===== src/rtl/ipc_pkg.sv =====
package ipc_pkg;

    localparam int PRIO_W   = 5;
    localparam int LVL_W    = PRIO_W + 1;
    localparam int EXC_W    = 8;
    localparam int VEC_W    = EXC_W + 2;
    localparam int DATA_W   = 32;

    // register word offsets
    localparam int OFS_EN_SET = 0;
    localparam int OFS_EN_CLR = 1;
    localparam int OFS_BASE   = 2;
    localparam int OFS_GMASK  = 3;
    localparam int OFS_PRIO   = 4;

    localparam logic [EXC_W-1:0] EXC_NMI       = 8'd2;
    localparam logic [EXC_W-1:0] EXC_LINE_BASE = 8'd16;

    // internal urgency level: 0 is the non-maskable source, 1..32 lines, all-ones idle
    localparam logic [LVL_W-1:0] LVL_NMI  = '0;
    localparam logic [LVL_W-1:0] LVL_IDLE = '1;

    typedef struct packed {
        logic [LVL_W-1:0] lvl;
        logic [EXC_W-1:0] exc;
    } act_t;

    typedef struct packed {
        logic              valid;
        logic [LVL_W-1:0]  lvl;
        logic [EXC_W-1:0]  exc;
        logic [PRIO_W-1:0] prio;
    } cand_t;

    function automatic logic [LVL_W-1:0] line_level(input logic [PRIO_W-1:0] p);
        return {1'b0, p} + LVL_W'(1);
    endfunction

    function automatic logic [VEC_W-1:0] vec_of(input logic [EXC_W-1:0] exc);
        return {exc, 2'b00};
    endfunction

endpackage


===== src/rtl/ipc_regs.sv =====
module ipc_regs
    import ipc_pkg::*;
#(
    parameter int N_LINES = 24,
    parameter int REG_AW  = 5
) (
    input  logic                clk,
    input  logic                rst,
    input  logic                reg_wr,
    input  logic [REG_AW-1:0]   reg_addr,
    input  logic [DATA_W-1:0]   reg_wdata,
    output logic [DATA_W-1:0]   reg_rdata,
    output logic [N_LINES-1:0]  en_q,
    output logic [PRIO_W-1:0]   prio_q [N_LINES],
    output logic [PRIO_W-1:0]   base_q,
    output logic                gmask_q
);

    localparam logic [REG_AW-1:0] A_SET   = REG_AW'(OFS_EN_SET);
    localparam logic [REG_AW-1:0] A_CLR   = REG_AW'(OFS_EN_CLR);
    localparam logic [REG_AW-1:0] A_BASE  = REG_AW'(OFS_BASE);
    localparam logic [REG_AW-1:0] A_GMASK = REG_AW'(OFS_GMASK);

    logic [N_LINES-1:0] wbits;
    assign wbits = reg_wdata[N_LINES-1:0];

    always_ff @(posedge clk) begin
        if (rst) begin
            en_q <= '0;
        end else if (reg_wr && reg_addr == A_SET) begin
            en_q <= en_q | wbits;
        end else if (reg_wr && reg_addr == A_CLR) begin
            en_q <= en_q & ~wbits;
        end
    end

    always_ff @(posedge clk) begin
        if (rst) begin
            base_q  <= '0;
            gmask_q <= 1'b0;
        end else if (reg_wr) begin
            if (reg_addr == A_BASE)  base_q  <= reg_wdata[PRIO_W-1:0];
            if (reg_addr == A_GMASK) gmask_q <= reg_wdata[0];
        end
    end

    for (genvar i = 0; i < N_LINES; i++) begin : g_prio
        always_ff @(posedge clk) begin
            if (rst) begin
                prio_q[i] <= '0;
            end else if (reg_wr && reg_addr == REG_AW'(OFS_PRIO + i)) begin
                prio_q[i] <= reg_wdata[PRIO_W-1:0];
            end
        end
    end

    always_comb begin
        reg_rdata = '0;
        if (reg_addr == A_SET || reg_addr == A_CLR) begin
            reg_rdata[N_LINES-1:0] = en_q;
        end else if (reg_addr == A_BASE) begin
            reg_rdata[PRIO_W-1:0] = base_q;
        end else if (reg_addr == A_GMASK) begin
            reg_rdata[0] = gmask_q;
        end
        for (int i = 0; i < N_LINES; i++) begin
            if (reg_addr == REG_AW'(OFS_PRIO + i)) reg_rdata[PRIO_W-1:0] = prio_q[i];
        end
    end

endmodule


===== src/rtl/ipc_select.sv =====
module ipc_select
    import ipc_pkg::*;
#(
    parameter int N_LINES = 24
) (
    input  logic [N_LINES-1:0] irq_lines,
    input  logic               nmi_req,
    input  logic [N_LINES-1:0] en_q,
    input  logic [PRIO_W-1:0]  prio_q [N_LINES],
    input  logic [PRIO_W-1:0]  base_q,
    input  logic               gmask_q,
    input  logic [LVL_W-1:0]   act_lvl,
    output cand_t              cand
);

    logic [N_LINES-1:0] elig;

    for (genvar i = 0; i < N_LINES; i++) begin : g_elig
        assign elig[i] = irq_lines[i] & en_q[i] & ~gmask_q
                       & ((base_q == '0) | (prio_q[i] <= base_q))
                       & (line_level(prio_q[i]) < act_lvl);
    end

    always_comb begin
        cand       = '0;
        cand.lvl   = LVL_IDLE;
        // ascending scan with strict compare keeps the lowest index on ties
        for (int i = 0; i < N_LINES; i++) begin
            if (elig[i] && line_level(prio_q[i]) < cand.lvl) begin
                cand.valid = 1'b1;
                cand.lvl   = line_level(prio_q[i]);
                cand.prio  = prio_q[i];
                cand.exc   = EXC_LINE_BASE + EXC_W'(i);
            end
        end
        if (nmi_req && act_lvl != LVL_NMI) begin
            cand.valid = 1'b1;
            cand.lvl   = LVL_NMI;
            cand.prio  = '0;
            cand.exc   = EXC_NMI;
        end
    end

endmodule


===== src/rtl/ipc_nest.sv =====
module ipc_nest
    import ipc_pkg::*;
#(
    parameter int NEST_DEPTH = 4
) (
    input  logic clk,
    input  logic rst,
    input  logic push,
    input  logic pop,
    input  act_t push_val,
    output act_t cur_act,
    output logic nest_full
);

    localparam int SP_W  = $clog2(NEST_DEPTH + 1);
    localparam int IDX_W = (NEST_DEPTH > 1) ? $clog2(NEST_DEPTH) : 1;

    act_t            stk [NEST_DEPTH];
    logic [SP_W-1:0] sp;
    logic            do_pop, do_push;

    assign nest_full = (sp == SP_W'(NEST_DEPTH));
    assign do_pop    = pop && (sp != '0);
    assign do_push   = push && !pop && !nest_full;

    always_ff @(posedge clk) begin
        if (rst) begin
            sp      <= '0;
            cur_act <= '{lvl: LVL_IDLE, exc: '0};
        end else if (do_pop) begin
            cur_act <= stk[IDX_W'(sp - SP_W'(1))];
            sp      <= sp - SP_W'(1);
        end else if (do_push) begin
            cur_act <= push_val;
            sp      <= sp + SP_W'(1);
        end
    end

    always_ff @(posedge clk) begin
        if (do_push) stk[IDX_W'(sp)] <= cur_act;
    end

endmodule


===== src/rtl/irq_prio_ctrl.sv =====
module irq_prio_ctrl
    import ipc_pkg::*;
#(
    parameter int N_LINES    = 24,
    parameter int NEST_DEPTH = 4,
    parameter int REG_AW     = 5
) (
    input  logic               clk,
    input  logic               rst,
    input  logic [N_LINES-1:0] irq_lines,
    input  logic               nmi_req,
    input  logic               reg_wr,
    input  logic [REG_AW-1:0]  reg_addr,
    input  logic [31:0]        reg_wdata,
    output logic [31:0]        reg_rdata,
    output logic               take_req,
    output logic [7:0]         take_exc,
    output logic [9:0]         take_vec,
    input  logic               take_ack,
    input  logic               ret_pulse,
    output logic               active_valid,
    output logic [7:0]         active_exc
);

    logic [N_LINES-1:0] en_q;
    logic [PRIO_W-1:0]  prio_q [N_LINES];
    logic [PRIO_W-1:0]  base_q;
    logic               gmask_q;
    cand_t              cand;
    act_t               cur_act;
    act_t               new_act;
    logic               nest_full;
    logic               accept;

    ipc_regs #(.N_LINES(N_LINES), .REG_AW(REG_AW)) u_regs (
        .clk       (clk),
        .rst       (rst),
        .reg_wr    (reg_wr),
        .reg_addr  (reg_addr),
        .reg_wdata (reg_wdata),
        .reg_rdata (reg_rdata),
        .en_q      (en_q),
        .prio_q    (prio_q),
        .base_q    (base_q),
        .gmask_q   (gmask_q)
    );

    ipc_select #(.N_LINES(N_LINES)) u_select (
        .irq_lines (irq_lines),
        .nmi_req   (nmi_req),
        .en_q      (en_q),
        .prio_q    (prio_q),
        .base_q    (base_q),
        .gmask_q   (gmask_q),
        .act_lvl   (cur_act.lvl),
        .cand      (cand)
    );

    assign take_req = cand.valid & ~nest_full;
    assign take_exc = take_req ? cand.exc : '0;
    assign take_vec = vec_of(take_exc);
    assign accept   = take_ack & take_req & ~ret_pulse;
    assign new_act  = '{lvl: cand.lvl, exc: cand.exc};

    ipc_nest #(.NEST_DEPTH(NEST_DEPTH)) u_nest (
        .clk       (clk),
        .rst       (rst),
        .push      (accept),
        .pop       (ret_pulse),
        .push_val  (new_act),
        .cur_act   (cur_act),
        .nest_full (nest_full)
    );

    assign active_valid = (cur_act.lvl != LVL_IDLE);
    assign active_exc   = active_valid ? cur_act.exc : '0;

endmodule


===== config.mk =====
export PLATFORM = sky130hd
export DESIGN_NAME = irq_prio_ctrl
export DESIGN_NICKNAME = d
export VERILOG_FILES = /design/src/rtl/ipc_pkg.sv /design/src/rtl/ipc_regs.sv /design/src/rtl/ipc_select.sv /design/src/rtl/ipc_nest.sv /design/src/rtl/irq_prio_ctrl.sv
export SDC_FILE = /design/constraint.sdc
export NUM_CORES = 1
export LEC_CHECK = 0
export CAP_MARGIN = 20
export CELL_PAD_IN_SITES_DETAIL_PLACEMENT = 0
export CELL_PAD_IN_SITES_GLOBAL_PLACEMENT = 2
export CORE_ASPECT_RATIO = 0.9
export CORE_MARGIN = 3
export CORE_UTILIZATION = 35
export DETAILED_ROUTE_END_ITERATION = 8
export DONT_BUFFER_PORTS = 1
export GPL_TIMING_DRIVEN = 0
export PLACE_DENSITY = 0.85
export RECOVER_POWER = 25
export SLEW_MARGIN = 5
export SYNTH_ARGS = -nofsm -noshare
export SYNTH_HDL_FRONTEND = slang
export SYNTH_SLANG_ARGS = --single-unit
export TNS_END_PERCENT = 100

===== constraint.sdc =====
create_clock -name clk -period 60.1 [get_ports clk]
set_input_delay 3.005 -clock clk [delete_from_list [all_inputs] [get_ports clk]]
set_output_delay 3.005 -clock clk [all_outputs]
set_load 0.02 [all_outputs]

# Word level (Yosys, flattened, before mapping)
# Memory sizes are Yosys's and may differ from the RTL's.
# Index checks and enable logic that the tools add are counted.
# totals
mem_count,1
input_bits,67
ramBits,56
out_inout_bits,60
reg_bits,167
# classes
add_sub_neg,26
n_eq_ne,29
n_reduce_logical,65
mux,64
order_cmp,72
bitwise,129
# memory_table
name,words,width,rd,rd_ports_with_merged_regs,wr,line,text
u_nest.stk,4,14,1,0,1,ipc_nest.sv:18,act_t stk [NEST_DEPTH];
# ops
op,n
2-to-1 mux 20 bit,25
less-than comparator 6 bit,47
"adder 5 x 1 -> 6 bit, second input constant",24
2-to-1 mux 5 bit,25
<= comparator 5 bit,24
AND 1 bit,99
"== test 5 bit, second input constant",12
logical AND 1 bit,54
2-to-1 mux 24 bit,2
"== test 5 x 4 -> 1 bit, second input constant",8
2-to-1 mux 14 bit,2
AND 24 bit,1
NOT 24 bit,1
bitwise OR 1 bit,24
bitwise OR 24 bit,1
"== test 5 x 3 -> 1 bit, second input constant",4
2-to-1 mux 19 bit,1
2-to-1 mux 8 bit,2
"== test 5 x 2 -> 1 bit, second input constant",2
zero test 5 bit,2
"less-than comparator 6 bit, second input constant",1
2-to-1 mux 3 bit,2
"inequality test 6 bit, second input constant",1
nonzero test 6 bit,1
12 further kinds,20

# Depth between registers and ports, before layout
# depth
ltp_word,83
ltp_mapped,242

# Hierarchy
# A second synthesis with hierarchy kept.
# unflattened
cells_unflattened,3372
hier_area_um2,26356.5
# by_module_without_submodules
mod,seq_area_each_um2,cells_each,area_each_um2,instances
ipc_select,0.0,2187,15527.4,1
ipc_regs,3002.9,990,7651.1,1
ipc_nest,2021.9,160,2904.0,1
irq_prio_ctrl,0.0,35,274.0,1

# Least setup slack after synthesis
# No wires, ideal clock.
# synth_path
path_kind,input port to output port
from,input irq_lines[0]
to,output take_vec[5]
stages,215
setup_slack_ns,10.740
path_buffers,7
arrival_ns,46.355
path_cell_list,or4bb_1 a21oi_1 o21ai_1 buf_6 nor3_1 ha_1 and2_1 mux2i_1 o21ai_0 a21oi_1 o21ai_0 o41ai_1 ha_1 nand2_1 mux2_4 o41ai_1 mux2_2 ha_1 [... 179 more ...] a211oi_1 o21ai_0 nand2_2 mux2_2 ha_1 a21oi_1 nor2b_1 o21ai_0 nand3_1 a211oi_1 nor3b_1 o311a_1 nand2b_1 buf_4 nor3_2 nor3b_1 nor2b_1 buf_4
# synth_via
elab_chain_len,78
# synth_lines
item,line,text
"start, declared",irq_prio_ctrl.sv:10,"input logic [N_LINES-1:0] irq_lines,"
AND 1 bit (*) (2 in series),ipc_select.sv:19,assign elig[i] = irq_lines[i] & en_q[i] & ~gmask_q
AND 1 bit (*),ipc_select.sv:20,& ((base_q == '0) | (prio_q[i] <= base_q))
AND 1 bit (*),ipc_select.sv:21,& (line_level(prio_q[i]) < act_lvl);
logical AND 1 bit (*),ipc_select.sv:29,if (elig[i] && line_level(prio_q[i]) < cand.lvl) begin
2-to-1 mux 20 bit (*),ipc_select.sv:29,
less-than comparator 6 bit,ipc_select.sv:29,
logical AND 1 bit,ipc_select.sv:29,
2-to-1 mux 20 bit (*),ipc_select.sv:29,
[... 61 more ...],n/a,
logical AND 1 bit,ipc_select.sv:29,
2-to-1 mux 20 bit (*),ipc_select.sv:29,
less-than comparator 6 bit,ipc_select.sv:29,
logical AND 1 bit,ipc_select.sv:29,
2-to-1 mux 20 bit (*),ipc_select.sv:29,
2-to-1 mux 20 bit (*),ipc_select.sv:36,if (nmi_req && act_lvl != LVL_NMI) begin
AND 1 bit,irq_prio_ctrl.sv:59,assign take_req = cand.valid & ~nest_full;
2-to-1 mux 8 bit (*),irq_prio_ctrl.sv:60,assign take_exc = take_req ? cand.exc : '0;
"end, declared",irq_prio_ctrl.sv:18,"output logic [9:0] take_vec,"
# Mark *: on every way between the ends. The rest lies on a longest branch, timed or not.

# Worst setup path after layout
# Ends and elaborated chain as after synthesis.

==> impl_results.md <==
* Status: complete, no violations
* Top post-synthesis cells by area: ha_1 (18%), dfxtp_1 (14%), edfxtp_1 (7.1%)
* Worst EP arrival at 52.62 ns
* Period utilization at between 90% and 100%
* Crit path time final at approximately 56 ns
* Crit-path slowest cell: or4_1
* Switching Fraction at around 38%
* GP Congestion at roughly 0.94
* Die Footprint at 71060 um^2
* CP Class: input port to output port
* Area grow syn2layout at 9.640%
* Hold/Removal Path Class: flop to flop
* Mapped Area at approximately 24000 um^2
* Clk buf depth at 3
* Drt first pass iters at 6
* Fillers at between 6000 and 7000
* Core area at 66370 um^2
* Seq pwr share at a little over a third
* Setup TNS Final at 0 ns
* DR WL/cell at between 20 and 25 um
* Sink Count at approximately 220
* Netlist cell types at roughly 130
* Max Cap Viol at 0
* #FFs+latches synth at around 220
* Final Hold Fails at 0
* CTS hold repair buffers at 0
* Number of CTS-inserted buffers at 27
* Gr ovfl total at 0
* Maximum number of pins on one net before global-route repair at 28
* Clock transition at path regs at approximately 0.07 ns
* H-tree depth at 1
* Number of synthesized flops with an enable pin at 56
* Most used cell, CP: ha_1
* Crit-path max cell delay at 0.57 ns
* I/O Pins at roughly 130
* CTS tree: yes
* Routed WL at ~89000 um
* Via density at about 6
* Yosys top cell area share at ~18%
* Placed cell area at around 25000 um^2
* Placed insts at approximately 3900
* # port buffers at 0
* Final setup viols at 0
* Crit. End Element: output port
* Clock power frac at 33.3%
* Finished Core Util at a little under 40%
* PD cells at just under 20 nW/um^2
* Net Switching at about 0.19 mW
* RSZ-0062 raised after global routing: false
* Post-synth ARST share at 0%
* Syn Inst Count at ~3000
* Leakage at roughly 11 nW
* Total track usage at about a quarter
* Vias in the first global route at 22320
* Clock root cell: clkbuf_16
* Die height at roughly 250 um
* Skew final at about 0.015 ns
* Crit-path max FO at 10
* Design Area, Final at about 26000 um^2
* DR vias at between 20000 and 25000
* Share of post-route cells with drive strength above 1 at under 10%
* DRC Markers at 0
* Layout Cells excl Fill at 3917
* Hold slack final at between 0.5 and 0.6 ns
* Die Width at 280.7 um
* Clk_lat worst skew at roughly 0.57 ns
* Final ANT Viol Nets at 0
* Avg Inst Size Synth at 7.980 um^2
* Max rail drop VDD at about 0.019 mV
* R2R setup slack at roughly 8.3 ns
* Initial Util at a little over a third
* Reg2reg start: u_regs.prio_q[115]
* Top-count cell post-synth: ha_1
* Slew margin rel. at between 20% and 30%
* Internal power at ~0.31 mW
* Hold_sp: u_regs.base_q[1]
* Synth warn at 0
* Comb pwr share at between 30% and 40%
* Maximum clock rate at approximately 0.018 GHz
* Final Max Slew Viols at 0
* Startpoint Class: input port
* Final HPWL DP at about 70000 um
* Initial DRC count at 1905
* Top_reg_cell synth: dfxtp_1
* Initial antenna violation count at 2
* Cell taking the most area after synthesis: ha_1
* Crit path required time at roughly 57 ns
* Layout net count at between 3000 and 4000
* Register area share after synthesis at 21.14%
* Worst setup startpoint: irq_lines[0]
* FP Rows at between 80 and 90
* First-pass GRT wire length at around 130000 um
* Post-synth top cells: ha_1 (341), nand2_1 (320), a21oi_1 (264), nand3_1 (243), nor2_1 (206)
* Worst-Margin Slew at around 1.1 ns
## layout by cell type, fill, tap and decap left out, types with 13 or more instances in the layout
master | netlist | routed
ha_1 | 341 | 341
a22o_1 | 14 | 14
mux2i_1 | 44 | 44
clkbuf_1 | 90 | 93
xnor2_1 | 64 | 64
o211ai_1 | 21 | 21
nor3_1 | 34 | 34
nand3_1 | 243 | 243
a22oi_1 | 35 | 35
and2_1 | 46 | 46
a221oi_1 | 17 | 16
nor2_1 | 206 | 203
conb_1 | 1 | 14
buf_4 | 28 | 30
nand2b_1 | 60 | 60
nand4_1 | 21 | 21
o21a_1 | 42 | 42
clkbuf_16 | 0 | 27
edfxtp_1 | 56 | 56
dfxtp_1 | 167 | 166
o311ai_0 | 15 | 14
mux4_2 | 14 | 14
mux2_2 | 17 | 17
nor2b_1 | 64 | 63
inv_1 | 139 | 134
a311oi_1 | 39 | 39
and3_1 | 26 | 26
nand2_1 | 320 | 320
xor2_1 | 32 | 32
o21ai_0 | 138 | 136
a21o_1 | 28 | 28
nor4_1 | 20 | 20
a21boi_0 | 14 | 13
a21oi_1 | 264 | 262
## critical path: cells and delay by family
family	cells	cell delay, ns
AO/OA/AOI/OAI	103	25.80
adder cells (fa/ha/maj)	24	5.73
buffers and inverters	16	2.54
multiplexers	8	2.62
AND/OR/NAND/NOR	72	12.85
## stage by stage
stage / worst slack [ns] / power [mW]
after detailed placement: 0.4925 / 0.3370
after global placement: 1.109 / 0.3291
after CTS: 0.3271 / 0.5053
final: 4.473 / 0.5039
after global routing: 0.01118 / 0.5308
after floorplan: 10.74 / 0.2828
## final timing paths
path | endpoint | depth (start not counted)
max | take_vec[5] | 223
min | u_regs.base_q[1] | 2
max reg2reg | u_nest.stk[2][10] | 225
min reg2reg | u_regs.base_q[1] | 2
## layer usage
layer	wire, um	GRT usage (%)	share of wire (%)	vias to the layer above
met5	13	0	0.015	-
met4	2582	6.894	2.9	2
met3	5395	3.264	6.1	130
met2	39740	39.10	45	712
met1	41300	33.68	46	11330
li1	-	-	-	11160
## power groups by stage
stage / clock network (mW) / registers [mW] / logic [mW]
floorplan: 0 / 0.176 / 0.107
global placement: 0 / 0.179 / 0.151
detailed placement: 0 / 0.180 / 0.157
CTS: 0.171 / 0.177 / 0.158
global route: 0.177 / 0.178 / 0.176
finish: 0.168 / 0.177 / 0.159
## area by class of cell
| class | count | area (um^2) | share of cell area, % |
|---|---|---|---|
| Antenna cell | 1 | 2.502 | 0.009604 |
| Timing Repair Buffer | 11 | 158.9 | 0.6099 |
| Multi-Input combinational cell | 2492 | 17720 | 68.01 |
| Clock inverter | 21 | 206.4 | 0.7924 |
| Tap cell | 864 | 1081 | 4.149 |
| Buffer | 135 | 646.9 | 2.483 |
| Inverter | 141 | 529.3 | 2.031 |
| Sequential cell | 223 | 5026 | 19.29 |
| Clock buffer | 29 | 683.2 | 2.622 |
## timing repair
| item | in CTS | in global routing |
|---|---|---|
| resized for setup | 0 | 30 |
| hold endpoints to repair | 0 | 0 |
| setup endpoints to repair | 0 | 86 |
| buffers inserted | 0 | 1 |
## cell families (layout without fill, tap and decap cells)
| group | after synthesis | after routing | share of synthesized area [%] |
|---|---|---|---|
| adders and majority gates | 347 | 347 | 18.21 |
| other | 1 | 15 | 0.01578 |
| and+or+nand+nor | 1127 | 1127 | 23.48 |
| muxes | 85 | 85 | 4.581 |
| xor gates and xnor gates | 97 | 97 | 3.607 |
| buffers and inverters | 276 | 337 | 4.981 |
| DFF | 223 | 223 | 21.14 |
| AOI/OAI and AO/OA | 822 | 822 | 23.98 |
(Power assumes the default switching activity.)
